<file path="src/rtl/fecs_pkg.sv">
package fecs_pkg;

  typedef enum logic [2:0] {
    M_IDLE      = 3'd0,
    M_WINDOW    = 3'd1,
    M_ERASING   = 3'd2,
    M_SUSP_PEND = 3'd3,
    M_SUSPENDED = 3'd4,
    M_SUSP_PROG = 3'd5,
    M_CHIP      = 3'd6,
    M_PROG      = 3'd7
  } mode_e;

  localparam logic [7:0] CMD_SECT_ERASE = 8'h80;
  localparam logic [7:0] CMD_CHIP_ERASE = 8'h10;
  localparam logic [7:0] CMD_PROGRAM    = 8'hA0;
  localparam logic [7:0] CMD_SUSPEND    = 8'hB0;
  localparam logic [7:0] CMD_RESUME     = 8'h30;

  // Read-path selector: status (1) or array data (0).
  function automatic logic status_select(input mode_e m, input logic marked);
    case (m)
      M_IDLE:                   return 1'b0;
      M_SUSPENDED, M_SUSP_PROG: return marked;
      default:                  return 1'b1;
    endcase
  endfunction

  // Counter width needed to count 0 .. limit-1.
  function automatic int count_width(input int limit);
    return (limit > 1) ? $clog2(limit) : 1;
  endfunction

endpackage

</file>
<file path="src/rtl/fecs_strobe_edge.sv">
module fecs_strobe_edge (
  input  logic clk,
  input  logic rst_n,
  input  logic strobe_n,
  output logic rise
);
  logic strobe_q;

  always_ff @(posedge clk or negedge rst_n) begin
    if (!rst_n) strobe_q <= 1'b1;
    else        strobe_q <= strobe_n;
  end

  assign rise = strobe_n & ~strobe_q;
endmodule

</file>
<file path="src/rtl/fecs_cycle_timer.sv">
module fecs_cycle_timer #(
  parameter int LIMIT = 4
) (
  input  logic clk,
  input  logic rst_n,
  input  logic start,
  input  logic stop,
  output logic expire
);
  import fecs_pkg::*;
  localparam int CW = count_width(LIMIT);
  localparam logic [CW-1:0] LAST = CW'(LIMIT - 1);

  logic [CW-1:0] cnt;
  logic          run;

  assign expire = run && (cnt == LAST);

  always_ff @(posedge clk or negedge rst_n) begin
    if (!rst_n) begin
      cnt <= '0;
      run <= 1'b0;
    end else if (start) begin
      cnt <= '0;
      run <= 1'b1;
    end else if (stop || expire) begin
      run <= 1'b0;
    end else if (run) begin
      cnt <= cnt + 1'b1;
    end
  end
endmodule

</file>
<file path="src/rtl/fecs_sector_mask.sv">
module fecs_sector_mask #(
  parameter int NSECT  = 8,
  parameter int SECT_W = $clog2(NSECT)
) (
  input  logic              clk,
  input  logic              rst_n,
  input  logic              load,
  input  logic              add,
  input  logic              clear,
  input  logic [SECT_W-1:0] sect_in,
  input  logic [SECT_W-1:0] probe_cmd,
  input  logic [SECT_W-1:0] probe_rd,
  output logic [NSECT-1:0]  mask,
  output logic              hit_cmd,
  output logic              hit_rd
);
  for (genvar g = 0; g < NSECT; g++) begin : g_bit
    logic sel;
    assign sel = (sect_in == SECT_W'(g));
    always_ff @(posedge clk or negedge rst_n) begin
      if (!rst_n)     mask[g] <= 1'b0;
      else if (clear) mask[g] <= 1'b0;
      else if (load)  mask[g] <= sel;
      else if (add)   mask[g] <= mask[g] | sel;
    end
  end

  assign hit_cmd = mask[probe_cmd];
  assign hit_rd  = mask[probe_rd];
endmodule

</file>
<file path="src/rtl/flash_erase_susp_ctrl.sv">
module flash_erase_susp_ctrl #(
  parameter int NSECT        = 8,
  parameter int WINDOW_CYC   = 2500,
  parameter int SUSP_LAT_CYC = 1000,
  parameter int SECT_W       = $clog2(NSECT)
) (
  input  logic              clk,
  input  logic              rst_n,
  input  logic              we_n,
  input  logic [7:0]        cmd_code,
  input  logic [SECT_W-1:0] cmd_addr,
  input  logic              op_done,
  input  logic [SECT_W-1:0] rd_addr,
  output logic [2:0]        mode,
  output logic [NSECT-1:0]  erase_mask,
  output logic              timer_expired,
  output logic              read_status
);
  import fecs_pkg::*;

  mode_e mode_q, mode_d;
  logic  ev_cmd, ev_win_exp, ev_lat_exp;
  logic  win_start, win_stop, lat_start, lat_stop;
  logic  m_load, m_add, m_clear, exp_set, exp_clr;
  logic  hit_cmd, hit_rd, exp_q;

  fecs_strobe_edge u_edge (
    .clk(clk), .rst_n(rst_n), .strobe_n(we_n), .rise(ev_cmd)
  );

  fecs_cycle_timer #(.LIMIT(WINDOW_CYC)) u_win (
    .clk(clk), .rst_n(rst_n), .start(win_start), .stop(win_stop), .expire(ev_win_exp)
  );

  fecs_cycle_timer #(.LIMIT(SUSP_LAT_CYC)) u_lat (
    .clk(clk), .rst_n(rst_n), .start(lat_start), .stop(lat_stop), .expire(ev_lat_exp)
  );

  fecs_sector_mask #(.NSECT(NSECT), .SECT_W(SECT_W)) u_mask (
    .clk(clk), .rst_n(rst_n), .load(m_load), .add(m_add), .clear(m_clear),
    .sect_in(cmd_addr), .probe_cmd(cmd_addr), .probe_rd(rd_addr),
    .mask(erase_mask), .hit_cmd(hit_cmd), .hit_rd(hit_rd)
  );

  always_comb begin
    mode_d    = mode_q;
    win_start = 1'b0;
    win_stop  = 1'b0;
    lat_start = 1'b0;
    lat_stop  = 1'b0;
    m_load    = 1'b0;
    m_add     = 1'b0;
    m_clear   = 1'b0;
    exp_set   = 1'b0;
    exp_clr   = 1'b0;
    case (mode_q)
      M_IDLE: begin
        if (ev_cmd) begin
          if (cmd_code == CMD_SECT_ERASE) begin
            mode_d    = M_WINDOW;
            win_start = 1'b1;
            m_load    = 1'b1;
            exp_clr   = 1'b1;
          end else if (cmd_code == CMD_CHIP_ERASE) begin
            mode_d = M_CHIP;
          end else if (cmd_code == CMD_PROGRAM) begin
            mode_d = M_PROG;
          end
        end
      end
      M_WINDOW: begin
        if (ev_win_exp) begin
          mode_d  = M_ERASING;
          exp_set = 1'b1;
        end else if (ev_cmd && cmd_code == CMD_SECT_ERASE) begin
          m_add     = 1'b1;
          win_start = 1'b1;
        end else if (ev_cmd && cmd_code == CMD_SUSPEND) begin
          mode_d   = M_SUSPENDED;
          win_stop = 1'b1;
          exp_set  = 1'b1;
        end
      end
      M_ERASING: begin
        if (op_done) begin
          mode_d  = M_IDLE;
          m_clear = 1'b1;
          exp_clr = 1'b1;
        end else if (ev_cmd && cmd_code == CMD_SUSPEND) begin
          mode_d    = M_SUSP_PEND;
          lat_start = 1'b1;
        end
      end
      M_SUSP_PEND: begin
        if (op_done) begin
          mode_d   = M_IDLE;
          m_clear  = 1'b1;
          exp_clr  = 1'b1;
          lat_stop = 1'b1;
        end else if (ev_lat_exp) begin
          mode_d = M_SUSPENDED;
        end
      end
      M_SUSPENDED: begin
        if (ev_cmd && cmd_code == CMD_PROGRAM && !hit_cmd) begin
          mode_d = M_SUSP_PROG;
        end else if (ev_cmd && cmd_code == CMD_RESUME && hit_cmd) begin
          mode_d = M_ERASING;
        end
      end
      M_SUSP_PROG: begin
        if (op_done) mode_d = M_SUSPENDED;
      end
      default: begin
        if (op_done) mode_d = M_IDLE;
      end
    endcase
  end

  always_ff @(posedge clk or negedge rst_n) begin
    if (!rst_n) begin
      mode_q <= M_IDLE;
      exp_q  <= 1'b0;
    end else begin
      mode_q <= mode_d;
      if (exp_clr)      exp_q <= 1'b0;
      else if (exp_set) exp_q <= 1'b1;
    end
  end

  assign mode          = mode_q;
  assign timer_expired = exp_q;
  assign read_status   = status_select(mode_q, hit_rd);
endmodule

</file>
<file path="config.mk">
export PLATFORM = sky130hd
export DESIGN_NAME = flash_erase_susp_ctrl
export DESIGN_NICKNAME = d
export VERILOG_FILES = /design/src/rtl/fecs_pkg.sv /design/src/rtl/fecs_strobe_edge.sv /design/src/rtl/fecs_cycle_timer.sv /design/src/rtl/fecs_sector_mask.sv /design/src/rtl/flash_erase_susp_ctrl.sv
export SDC_FILE = /design/constraint.sdc
export NUM_CORES = 1
export LEC_CHECK = 0
export BUFFER_PORTS_ARGS = -buffer_cell sky130_fd_sc_hd__buf_2
export CORE_ASPECT_RATIO = 0.75
export CORE_UTILIZATION = 52
export CTS_CLUSTER_SIZE = 12
export DETAILED_ROUTE_END_ITERATION = 10
export PLACE_DENSITY_LB_ADDON = 0.25
export SLEW_MARGIN = 40
export SYNTH_ARGS = -nofsm -noshare
export SYNTH_HDL_FRONTEND = slang
export SYNTH_HIERARCHICAL = 1
export SYNTH_SLANG_ARGS = --single-unit
</file>
<file path="constraint.sdc">
create_clock -name clk -period 2.4 [get_ports clk]
set_input_delay 0.24 -clock clk [delete_from_list [all_inputs] [get_ports clk]]
set_output_delay 0.24 -clock clk [all_outputs]
set_load 0.02 [all_outputs]
</file>
==> results.md, run 1 <==
- The total count of max-transition violations in the final report is 0.
- Synthesis produced a netlist whose cell count is 244.
- The maximum vdd drop is 499 uV.
- The flow ran to the end, and the final reports show no timing, DRC or antenna violations.
- The synthesized-area fraction occupied by adder cells is 1.05%.
- The final hold violation count is 0.
- The relative slew slack is 55.4%.
- The count of unresolved DRC violations after routing is 0.
- The tree built by TritonCTS fans out to 37 sinks.
- Summing the areas of all compound-gate instances in the mapped netlist gives 15.6% of the synthesized area.
- The max-capacitance violation count is 0.
- The first global-routing pass estimated 9.29 mm of wire.
- Between clock sinks in the finished design, the worst skew comes to 0.00560 ns.
- For this run, the top clock speed supported by timing is 0.421 GHz.
- The xor-xnor portion of the synthesized cell area is 2.56%.
- The source of the worst hold timing path is we_n.
- Setup repair after global routing could not meet its margin everywhere.
- The detailed-route wire length is 5.60 mm.
- After synthesis, the share of flip-flops with an asynchronous set or reset is 100%.
- The clock tree synthesis step divided the H-tree into 2 levels.
- After detailed routing, the average wire length per cell comes to 16.3 um.
- The critical path capture point type is a register.
- Yosys attributes the largest share of cell area to sky130_fd_sc_hd__dfrtp_1 (38%), sky130_fd_sc_hd__mux4_1 (4.4%), sky130_fd_sc_hd__a21oi_1 (3.3%).
- After floorplanning, the core was sized to cover 4230 um^2.
- Of all nets on the critical path, the largest fanout is 8.
- Setup violations remaining at the end of the flow were counted as 0.
- The clock latency on the worst-skew pair is 0.31 ns.
- At the end of the flow, the number of nets in the layout was 308.
- Routability-driven placement finished with a final weighted congestion of 0.889.
- The most used flip-flop cell after synthesis is sky130_fd_sc_hd__dfrtp_1.
- The final antenna-violating net count is 0.
- The first element of the critical path is u_win/cnt[1].
- The simple-gate portion of the synthesized area is 30.1%.
- The CTS tree is done.
- On the final layout, the worst hold slack is 0.0397 ns.
- The number of rows created at floorplan is 20.
- The portion of synthesized area spent on multiplexers is 8.22%.
- Compared with the post-synthesis result, the final layout area differs by 17.6%.
- The critical path data required time is 2.64 ns.
- The number of nets in the synthesized netlist is 264.
- The initial antenna violation count is 0.
- The share of synthesized area occupied by flip-flops and latches is 38.8%.
- Clock tree synthesis inserted a total of 5 buffers.
- The number of global-route vias before repair came to 1938.
- After clock tree synthesis, the clock-pin slew on the worst setup and hold paths is 0.08 ns.
- The worst register-to-register path begins at u_win/cnt[1].
- The pin count of the biggest net entering global routing is 38.
- The number of library cell types mapped by synthesis is 64.
- The average vias per placed instance is 6.21.
- The class of the most critical setup path is register to register.
- The DRC violation total after the first TritonRoute iteration is 179.
- The root cell of the clock tree is sky130_fd_sc_hd__clkbuf_8.
- In the global route stage, overall resource usage came out at 25.8%.
- The finished cells cover 2810 um^2.
- For the finished layout, the period the worst path requires is 2.37 ns.
- The initial core utilization is 56.5%.
- The total grt overflow is 0.
- The synthesized design devotes to its leading area cell type 37.7% of total area.
- 31 I/O pins were placed.
- Each instance of the synthesized netlist takes up on average 9.80 um^2.
- Timing analysis after detailed placement gives a worst setup slack of 0.0636 ns.
- The post-route worst setup slack is 0.0252 ns.
- The number of flops mapped to enable cells by yosys is 0.
- Summed over all cells, the static leakage comes to 1.28 nW.
- During synthesis, Yosys emitted a total of 6 warnings.
- The die width is 80.3 um.
- Power spread over the standard cell area amounts to 694 nW/um^2.
- The synthesized design contains 37 register bits.
- The repair_antennas step left the layout with diodes totalling 0.
- The clock passes through at most 2 buffers.
- Buffers placed on the I/O ports in this run total 30.
- The period utilization is 99.0%.
- STA classifies the critical path startpoint as a register.
- The floorplan die area is 4880 um^2.
- At the pin with the least slew margin, the transition time is 0.663 ns.
- The largest total area in the synthesized netlist belongs to sky130_fd_sc_hd__dfrtp_1.
- The HPWL after detailed placement is 3.98 mm.
- The standard cell area after detailed placement is 2680 um^2.
- The pre-antenna-repair detailed-routing pass consisted of 4 iterations.
- The design draws 1.95 mW.
- Excluding fillers, the count of instances in the completed layout stands at 344.
- From bottom edge to top edge, the die measures 60.7 um.
- The ratio of cells with drive above 1 in the final layout is 26.6%.
- For the worst setup path, the data arrival time is 2.61 ns.
- The combinational family with the most area after synthesis is simple AND/OR/NAND/NOR gates.
- In this run the worst hold path is classified as input pin to register.
- Once placement completed, the tool counted placed cells totaling 335.
- In this run the cell area of the synthesized design comes to 2390 um^2.
- For this block, the via count after detailed routing is 2136.
==> state kept, by name, summed over array words and instances, names as in the netlist <==
name and flops:
u_win/cnt 12, u_edge/strobe_q 1, u_mask/mask 8, u_lat/cnt 10, timer_expired 1, u_lat/run 1, u_win/run 1, mode 3
==> power breakdown <==
group	internal [mW]	switching (mW)	total [mW]
Clock	0.206	0.259	0.465
Combinational	0.324	0.381	0.705
Sequential	0.691	0.0914	0.782
==> cell usage after synthesis (3+ instances only) <==
master                     instances
sky130_fd_sc_hd__clkbuf_1          6
sky130_fd_sc_hd__o31ai_1           4
sky130_fd_sc_hd__dfrtp_1          36
sky130_fd_sc_hd__or3_1             7
sky130_fd_sc_hd__o21ai_1           3
sky130_fd_sc_hd__mux2_2            3
sky130_fd_sc_hd__nand3_1           6
sky130_fd_sc_hd__o21ai_0           8
sky130_fd_sc_hd__nor2_1           18
sky130_fd_sc_hd__nor3_1            7
sky130_fd_sc_hd__nor4_1            5
sky130_fd_sc_hd__a21oi_1          16
sky130_fd_sc_hd__inv_1            13
sky130_fd_sc_hd__nand3b_1          3
sky130_fd_sc_hd__nand4_1          10
sky130_fd_sc_hd__o32ai_1           6
sky130_fd_sc_hd__mux4_1            4
sky130_fd_sc_hd__nor2b_1           4
sky130_fd_sc_hd__or4_1             4
sky130_fd_sc_hd__nand2b_1         10
sky130_fd_sc_hd__xnor2_1           5
sky130_fd_sc_hd__nand2_1          15
==> routing by layer <==
| metal | part of all wire, % | global-route usage, % | vias to the layer above | routed length, um |
|---|---|---|---|---|
| met5 | 0 | 0 | - | 0 |
| li1 | - | - | 1019 | - |
| met2 | 43 | 35.9 | 66 | 2400 |
| met3 | 5.8 | 5.56 | 13 | 325 |
| met4 | 2.5 | 12.0 | 0 | 140 |
| met1 | 49 | 38.6 | 1038 | 2740 |
==> through the flow <==
stage / util [%] / setup TNS (ns)
floorplan: - / 0
global placement: 63.4 / 0
detailed placement: 63.4 / 0
CTS: 65.6 / 0
global route: 66.5 / -0.737
finish: 66.5 / 0
==> area by class of cell <==
type | instances | area [um^2]
tap | 55 | 68.8
clock buffer | 5 | 68.8
timing repair buffer | 45 | 268
multi-input combinational | 186 | 1410
inverter | 13 | 48.8
clock inverter | 3 | 22.5
sequential | 37 | 927
fill | 342 | 1420
==> placed cells by master (no fill, tap or decap), types with 3 or more instances in the layout <==
master / instances
sky130_fd_sc_hd__xnor2_1: 5
sky130_fd_sc_hd__o32ai_1: 6
sky130_fd_sc_hd__o21ai_0: 8
sky130_fd_sc_hd__nor2_1: 18
sky130_fd_sc_hd__nor2b_1: 4
sky130_fd_sc_hd__nand3b_1: 3
sky130_fd_sc_hd__clkbuf_8: 5
sky130_fd_sc_hd__mux2_2: 3
sky130_fd_sc_hd__nand2b_1: 10
sky130_fd_sc_hd__a21oi_1: 16
sky130_fd_sc_hd__nor3_1: 6
sky130_fd_sc_hd__buf_4: 15
sky130_fd_sc_hd__nor4_2: 4
sky130_fd_sc_hd__inv_1: 13
sky130_fd_sc_hd__buf_2: 29
sky130_fd_sc_hd__or4_1: 4
sky130_fd_sc_hd__o21ai_1: 3
sky130_fd_sc_hd__mux4_1: 4
sky130_fd_sc_hd__o31ai_1: 4
sky130_fd_sc_hd__dfrtp_1: 36
sky130_fd_sc_hd__nand3_1: 6
sky130_fd_sc_hd__or3_1: 7
sky130_fd_sc_hd__nand4_1: 10
sky130_fd_sc_hd__nand2_1: 15
==> repair_timing <==
| action | in CTS | in global routing |
|---|---|---|
| endpoints found under the hold margin | 0 | 36 |
| gates resized for setup | 0 | 5 |
| hold buffers | 0 | 1 |
| setup endpoints to repair | 0 | 11 |
| buffers inserted | 0 | 0 |
==> final timing paths <==
check,slack [ns],depth (start not counted),to
hold reg to reg,0.56,2,u_win/cnt[11]
setup / recovery,0.03,7,u_win/cnt[4]
min in group asynchronous,0.42,2,u_lat/cnt[0]
setup reg to reg,0.03,7,u_win/cnt[4]
max in group asynchronous,1.63,2,u_edge/strobe_q
hold / removal,0.04,1,u_edge/strobe_q
==> logic make-up (layout without fill, tap and decap cells) <==
group / Yosys count / in the layout
simple gates: 112 / 112
xor+xnor: 7 / 7
mux: 12 / 12
flops: 37 / 37
fa+ha+maj: 2 / 2
buf+inv: 21 / 66
compound gates: 53 / 53
==> worst max-delay path, stage by stage (launching register included) <==
cell                       delay, ns
sky130_fd_sc_hd__dfrtp_1        0.39
sky130_fd_sc_hd__ha_1           0.17
sky130_fd_sc_hd__or4b_4         0.47
sky130_fd_sc_hd__nor4_4         0.24
sky130_fd_sc_hd__nor4_2         0.13
sky130_fd_sc_hd__nand3b_1       0.34
sky130_fd_sc_hd__or3_1          0.42
sky130_fd_sc_hd__a21oi_1        0.15
(Power assumes the default switching activity.)
==> run 2: changes to the inputs <==
--- a/config.mk
+++ b/config.mk
@@ -7,12 +7,11 @@
 export LEC_CHECK = 0
 export BUFFER_PORTS_ARGS = -buffer_cell sky130_fd_sc_hd__buf_2
 export CORE_ASPECT_RATIO = 0.75
-export CORE_UTILIZATION = 52
+export CORE_UTILIZATION = 51
 export CTS_CLUSTER_SIZE = 12
 export DETAILED_ROUTE_END_ITERATION = 10
 export PLACE_DENSITY_LB_ADDON = 0.25
 export SLEW_MARGIN = 40
 export SYNTH_ARGS = -nofsm -noshare
 export SYNTH_HDL_FRONTEND = slang
-export SYNTH_HIERARCHICAL = 1
 export SYNTH_SLANG_ARGS = --single-unit
==> run 2 against run 1 <==
- sequential share of layout area is 4.4 points higher
- critical path type unchanged
- clock power is 9.7% lower
- sequential cell count stayed put
- fmax is 5.5% higher
- wire length is 23% lower
- critical endpoint is now mode[1]
- core utilization is 0.80 points lower
- register-to-register slack better by 0.12 ns
==> results.md, run 2 <==
- The flow ran to the end, and the final reports show no timing, DRC or antenna violations.
- The relative slew slack is 46.3%.
- The pre-antenna-repair detailed-routing pass consisted of 4 iterations.
- The average vias per placed instance is 5.73.
- The minimum setup slack among reg-to-reg paths is 0.15 ns.
- Each instance of the synthesized netlist takes up on average 10.0 um^2.
- The critical path goes through ha_1 -> nor4bb_2 -> nand3_1 -> nand3_1 -> a21boi_1 -> nor4_2 -> mux2_2.
- The area share of the leading cell type in the synthesized netlist is 43.5%.
- The most used flip-flop cell after synthesis is sky130_fd_sc_hd__dfrtp_1.
- The floorplan step defined a core boundary enclosing 3780 um^2.
- The critical path is of the register to register type.
- At the end of routability-driven placement, the weighted congestion stood at 0.840.
- The maximum vdd drop is 430 uV.
- The clock reaches the later pin of the worst-skew pair after 0.28 ns.
- The period utilization is 93.8%.
- The number of levels the H-tree was split into is 2.
- The total global-route track usage is 22.5%.
- In this run the power density over the cells is 682 nW/um^2.
- Summed over all instances, the cell type with the most area after synthesis is sky130_fd_sc_hd__dfrtp_1.
- The static leakage is 1.22 nW.
- The worst hold path depth is 1.
- 31 I/O pins were placed.
- Summing all flip-flop and latch instances after layout gives 927 um^2.
- The number of global-route vias before repair is 1642.
- The count of state elements after synthesis is 37.
- When the netlist entered floorplanning its net count stood at 227.
- Sorting the synthesized cells by how often they occur yields sky130_fd_sc_hd__dfrtp_1 (36), sky130_fd_sc_hd__nor2_1 (28), sky130_fd_sc_hd__nand2_1 (15), sky130_fd_sc_hd__xor2_1 (15), sky130_fd_sc_hd__nand4_1 (11).
- At the placement stage, the worst setup path has a slack of -0.0246 ns.
- The number of inserted diodes is 0.
- Max-cap violations in this run came to 0.
- The tightest hold path in the finished design has a slack of 0.0845 ns.
- The number of rows created at floorplan is 19.
- The detailed-route wire length is 4.31 mm.
- Sorting the synthesized cells by area gives the leading types as sky130_fd_sc_hd__dfrtp_1 (43%), sky130_fd_sc_hd__xor2_1 (6.3%), sky130_fd_sc_hd__nor2_1 (5.1%).
- The largest single stage delay on the critical path is 0.40 ns.
- The final setup violation count is 0.
- Counting flops per register, the top entry is u_win.cnt.
- The wire length of the first global-routing pass is 7.39 mm.
- The HPWL after detailed placement is 3.18 mm.
- The pin count of the biggest net entering global routing is 38.
- The clock-pin slew on the worst setup and hold paths is 0.07 ns.
- The number of placed instances with taps included is 297.
- Across the routed clock network, the largest skew measured is 0.00386 ns.
- Relative to the synthesized area, the layout overhead comes to 19.8%.
- The root cell of the clock tree is sky130_fd_sc_hd__clkbuf_8.
- The floorplan die area is 4330 um^2.
- The final layout contains 273 nets.
- The number of warnings issued by yosys is 0.
- The worst-case reg-to-reg path depth is 7.
- Summing the sequential cell areas from Yosys gives 44.7% of the chip area.
- In the layout the commonest cells are sky130_fd_sc_hd__dfrtp_1 (36), sky130_fd_sc_hd__buf_2 (29), sky130_fd_sc_hd__nor2_1 (28).
- In the routed design, unresolved DRC markers number 0.
- Timing would allow up to 0.444 GHz.
- No sink is reached through more buffers than the 2 on the longest clock path.
- The post-CTS setup buffer count is 0.
- In the final layout, the multi-input gates occupy 1110 um^2.
- The floorplan step set the die width to 75.6 um.
- STA puts the critical path data required time at 2.57 ns.
- The startpoint type of the worst setup path is a register.
- The via total after detailed routing is 1752.
- The register with the most flip-flops in the layout has 12 of them.
- The final instance count without filler cells is 306.
- The final hold violation count is 0.
- The endpoint identified for the worst register-to-register timing path is mode[1].
- The library cell used most frequently in the layout, excluding fill and tap cells, is sky130_fd_sc_hd__dfrtp_1.
- The initial antenna violation count is 0.
- The number of sinks driven by the clock tree is 37.
- The worst min-delay path class is input pin to register.
- The count of nets left with antenna violations once routing finished came out at 0.
- The number of library cell types mapped by synthesis is 43.
- The total overflow left after global routing is 0.
- The source of the worst hold timing path is we_n.
- The number of filler instances in the final layout is 307.
- The initial core utilization is 54.8%.
- The cell count after synthesis came out at 207.
- The post-route minimum period is 2.25 ns.
- The proportion of synthesized flip-flops having asynchronous set or reset is 100%.
- Data on the critical path arrives at its endpoint at 2.42 ns.
- The synthesized design contains 0 enable-type register cells.
- The cell type with the highest occurrence count on the critical path is sky130_fd_sc_hd__nand3_1.
- Along the worst path, the maximum fanout reaches 4.
- In the final layout, the share of cells above drive strength 1 is 28.0%.
- At the pin with the least slew margin, the transition time is 0.802 ns.
- The count of buffers from port buffering is 30.
- The detailed-route wire length per cell is 14.1 um.
- The DRC violation total after the first TritonRoute iteration is 114.
- The largest registers in the layout are u_win.cnt x12, u_lat.cnt x10, u_mask.mask x8.
- The slowest stage of the critical path belongs to the cell sky130_fd_sc_hd__dfrtp_1.
- The total count of max-transition violations in the final report was 0.
- TritonCTS built the clock tree.
- The mapped netlist covers 2070 um^2.
- The worst setup path is captured at a register.
- The worst register-to-register path begins at u_win.cnt[0].
- For hold timing, the worst endpoint is u_edge.strobe_q.
- The most common cell in the synthesized netlist is sky130_fd_sc_hd__dfrtp_1.
- The die span in y is 57.2 um.
- After layout, the worst setup slack is 0.149 ns.
- In this run, CTS created clock tree buffers numbering 5.
-- run 2: changes by cell type after synthesis, sizes merged, moves of 6 or more --
cell,previous run,this run
nor3,8,2
xor2,2,15
o32ai,6,0
nor2,18,28
a21oi,16,6
nand2b,10,3
and3,2,8
inv,13,5
-- run 2: layer usage --
| layer | vias up | share of wire [%] | GRT usage [%] |
|---|---|---|---|
| li1 | 852 | - | - |
| met5 | - | 0 | 0 |
| met4 | 0 | 0.67 | 4.76 |
| met2 | 43 | 45 | 33.4 |
| met3 | 4 | 4.9 | 5.83 |
| met1 | 853 | 49 | 33.5 |
-- run 2: repair_timing --
item                                    CTS  global route
endpoints found under the setup margin    0             4
resized for setup                         0             3
hold buffers                              0             1
endpoints found under the hold margin     0            36
-- run 2: per-stage QoR --
stage	total power [mW]	TNS (ns)	util, %	cell area (um^2)
after detailed placement	1.28	-0.0706	62.9	2380
after CTS	1.70	0	65.0	2460
after floorplan	1.13	0	-	2070
after global routing	1.80	-0.0977	65.7	2480
final	1.69	0	65.7	2480
after global placement	1.27	-0.0116	62.9	2380
-- run 2: layout make-up --
class                   instances  area share (%)
flip-flops and latches         37            37.3
inverters                       5           0.756
clock buffers                   6            2.92
multi-input cells             157            44.6
clock inverters                 2           0.403
repair buffers                 47            11.4
well taps                      52            2.62
-- run 2: worst max path at each step --
stage / start / to / depth (start not counted)
after detailed placement: cmd_addr[0] / mode[0] / 7
after global routing: u_win.cnt[0] / mode[1] / 7
after global placement: cmd_addr[0] / mode[2] / 7
after floorplan: u_mask.mask[7] / mode[0] / 6
final: u_win.cnt[0] / mode[1] / 7
after CTS: u_mask.mask[3] / mode[1] / 6
-- run 2: where the power goes --
part / total, mW / leakage, nW / switching (mW) / internal [mW]
clock network: 0.420 / 0.0450 / 0.219 / 0.201
logic: 0.528 / 0.668 / 0.294 / 0.234
registers: 0.746 / 0.506 / 0.0735 / 0.672
-- run 2: critical path, delay by kind of cell, from the launching register on --
kind,cells,cell delay [ns]
AND/OR/NAND/NOR,4,1.08
flip-flops,1,0.40
multiplexers,1,0.38
AO/OA/AOI/OAI,1,0.09
adder cells (fa/ha/maj),1,0.18
-- run 2: kinds of logic (layout without fill, tap and decap cells) --
| kind of cell | count (synthesis) | in the layout | synth area share [%] |
|---|---|---|---|
| AND/OR/NAND/NOR | 96 | 96 | 25.0 |
| multiplexers | 12 | 12 | 8.45 |
| adder cells (fa/ha/maj) | 2 | 2 | 1.21 |
| AO/OA/AOI/OAI | 30 | 30 | 11.0 |
| flip-flops | 37 | 37 | 44.7 |
| XOR/XNOR | 17 | 17 | 7.18 |
| buffers and inverters | 13 | 60 | 2.47 |
==> run 3: changes to the inputs <==
--- a/config.mk
+++ b/config.mk
@@ -6,8 +6,10 @@
 export NUM_CORES = 1
 export LEC_CHECK = 0
 export BUFFER_PORTS_ARGS = -buffer_cell sky130_fd_sc_hd__buf_2
+export CELL_PAD_IN_SITES_DETAIL_PLACEMENT = 0
+export CELL_PAD_IN_SITES_GLOBAL_PLACEMENT = 1
 export CORE_ASPECT_RATIO = 0.75
-export CORE_UTILIZATION = 51
+export CORE_UTILIZATION = 39
 export CTS_CLUSTER_SIZE = 12
 export DETAILED_ROUTE_END_ITERATION = 10
 export PLACE_DENSITY_LB_ADDON = 0.25
==> run 3 against run 2 <==
- cell count rose by 8.5%
- clock power rose by 1%
- fmax is 1.4% lower
- worst hold slack lost 0.017 ns
- core utilization fell by 15 points
- sequential share of layout area down 1.0 points
- global-route usage is 4.4 points lower
- total power increased by 1.6%
- setup slack worse by 0.032 ns
- critical path depth decreased by 1
- cell area rose by 2.8%
- largest cell class unchanged
- largest power group unchanged
- highest routed layer unchanged
==> results.md, run 3 (synthesized netlist as in run 2, its figures left out) <==
- The final net count is 279.
- The worst flop-to-flop path endpoint is mode[1].
- The maximum vdd drop is 309 uV.
- The flip-flop count of the largest register, all copies and words added is 12.
- The measured slew at the worst slew-check pin is 0.496 ns.
- The post-route minimum period is 2.28 ns.
- For the final database, setup skew stands at 0.00403 ns.
- The clock passes through at most 2 buffers.
- In the routed layout, each cell is associated on average with a via count of 5.09.
- Before CTS, the worst setup slack after placement is -0.0160 ns.
- The number of cells on the worst reg-to-reg path is 7.
- Setup repair after global routing could not meet its margin everywhere.
- In the final layout, the registers with the most flip-flops are u_win.cnt x12, u_lat.cnt x10, u_mask.mask x8.
- The static leakage is 1.25 nW.
- The total global-route track usage is 18.1%.
- The minimum setup slack among reg-to-reg paths is 0.13 ns.
- The maximum achievable frequency is 0.438 GHz.
- In this run, CTS created clock tree buffers numbering 5.
- Counting flops per register, the top entry is u_win.cnt.
- The end of the worst hold path is u_edge.strobe_q.
- The overall power of the completed layout is 1.72 mW.
- The die span in y is 65.1 um.
- Before antenna repair, the detailed router went through 4 iterations.
- The total grt overflow is 0.
- The cell that appears most often on the critical path is sky130_fd_sc_hd__buf_4.
- Clock-pin slew was measured on the worst setup and hold paths at 0.08 ns.
- The CTS tree is done.
- The critical-path cell with the highest stage delay is sky130_fd_sc_hd__mux4_2.
- The final antenna-violating net count is 0.
- The post-route netlist has 29.2% of its cells at a drive strength greater than 1.
- The region available for standard cell placement spans 5010 um^2.
- Entering global routing, the biggest net connects 38 pins.
- The via total after detailed routing is 1691.
- The wire length of the first global-routing pass is 7.80 mm.
- The total count of max-transition violations in the final report is 0.
- The floorplan step defined a die boundary enclosing 5610 um^2.
- The final setup violation count is 0.
- After detailed routing, the total wire length is 4.46 mm.
- The launch point of the worst reg-to-reg path is u_mask.mask[7].
- The critical path capture point type is an output port.
- The die is 86.2 um wide.
- The top cell types in the final layout, fill and taps aside, are sky130_fd_sc_hd__dfrtp_1 (36), sky130_fd_sc_hd__buf_2 (29), sky130_fd_sc_hd__nor2_1 (28).
- The total power divided by cell area is 674 nW/um^2.
- Data on the critical path arrives at its endpoint at 2.04 ns.
- The flow ran to the end, and the final reports show no timing, DRC or antenna violations.
- The count of buffers from port buffering is 30.
- Cells fill 51.0% of the core in the end.
- The initial antenna violation count is 0.
- The critical path is of the register to output port type.
- Once detailed placement completed, the half-perimeter wirelength came to 3.34 mm.
- The floorplan has 22 rows.
- The source of the worst hold timing path is we_n.
- The final critical path takes up 95.1% of the cycle.
- The number of global-route vias before repair was 1641.
- 31 I/O pins were placed.
- For the worst-skew pair, the clock arrives at the later sink with an insertion delay of 0.29 ns.
- The smallest hold slack is 0.0672 ns.
- The startpoint type of the worst setup path is a register.
- The worst hold path depth is 1.
- The tool flagged a number of max-cap violations equal to 0.
- In this run the clock root is driven by a sky130_fd_sc_hd__clkbuf_8.
- The most common cell after layout, fill and taps aside is sky130_fd_sc_hd__dfrtp_1.
- The critical path goes through buf_4 -> buf_4 -> mux4_2 -> mux2_2 -> o31a_1 -> buf_2.
- The routability-driven placement congestion ratio is 0.757.
- The number of sinks driven by the clock tree is 37.
- The maximum single-stage delay on the critical path is 0.45 ns.
- The detailed-route wire length per cell is 13.4 um.
- At the worst endpoint, the required time is 2.16 ns.
- Once the floorplan was initialized, standard cells occupied 41.4% of the core.
- In this run the tightest slew margin relative to its limit is 66.4%.
- The final hold violation count is 0.
- In this run the worst hold path is classified as input pin to register.
- The number of levels the H-tree was split into is 2.
- The post-route worst setup slack is 0.117 ns.
- After the first detailed-routing iteration, the DRC count stood at 66.
- Compared with the post-synthesis result, the final layout area differs by 23.2%.
- The number of inserted diodes is 0.
- Along the worst path, the maximum fanout reaches 3.
- The count of unresolved DRC violations after routing is 0.
## run 3: changes by cell type in the layout (fill, tap and decap cells not counted)
cell	before	now
sky130_fd_sc_hd__nand2_2	1	0
sky130_fd_sc_hd__a31oi_1	3	2
sky130_fd_sc_hd__buf_4	17	23
sky130_fd_sc_hd__mux2i_1	3	4
sky130_fd_sc_hd__nand2_1	14	15
sky130_fd_sc_hd__a31oi_2	0	1
sky130_fd_sc_hd__mux2i_2	1	0
## run 3: per-stage QoR
step           setup TNS (ns)  cell area [um^2]  instances
3_3_place_gp                0              2440        322
2_1_floorplan               0              2070        207
4_1_cts                     0              2520        330
5_1_grt               -0.0388              2550        332
3_5_place_dp          -0.0459              2440        322
6_report                    0              2550        332
## run 3: layout make-up
cell class,instances,area (um^2)
tap,72,90.1
clock buffer,6,72.6
fill,496,2460
clock inverter,2,10.0
sequential,37,927
inverter,5,18.8
multi-input combinational,157,1110
timing repair buffer,53,328
## run 3: critical path: cells and delay by family, from the launching register on
family | cells | cell delay, ns
compound gates | 1 | 0.23
buf+inv | 3 | 0.41
flops | 1 | 0.38
mux | 2 | 0.73
## run 3: metal layers
layer  track usage (%)  up-vias  wire length [um]
met4              6.25        0                36
met1              26.4      803              2390
met3              4.15        5               127
met5                 0        -                 0
li1                  -      865                 -
met2              26.3       18              1910
## run 3: worst max path at each step
stage	start	end	slack, ns	cells past startpoint
after global placement	cmd_code[1]	mode[1]	0.04	6
final	u_mask.mask[7]	read_status	0.12	6
after detailed placement	cmd_addr[0]	mode[1]	-0.02	8
after CTS	u_mask.mask[7]	mode[1]	0.003	7
after global routing	u_win.cnt[0]	mode[1]	-0.02	8
after floorplan	u_mask.mask[7]	mode[0]	0.12	6
## run 3: power by group
group	switching, mW	internal (mW)
sequential	0.0583	0.673
clock	0.223	0.201
combinational	0.319	0.246
## run 3: what timing repair did
| item | CTS | global route |
|---|---|---|
| setup endpoints to repair | 0 | 8 |
| setup buffers | 0 | 1 |
| hold endpoints to repair | 0 | 36 |
| hold buffers | 0 | 1 |
| resized for setup | 0 | 1 |
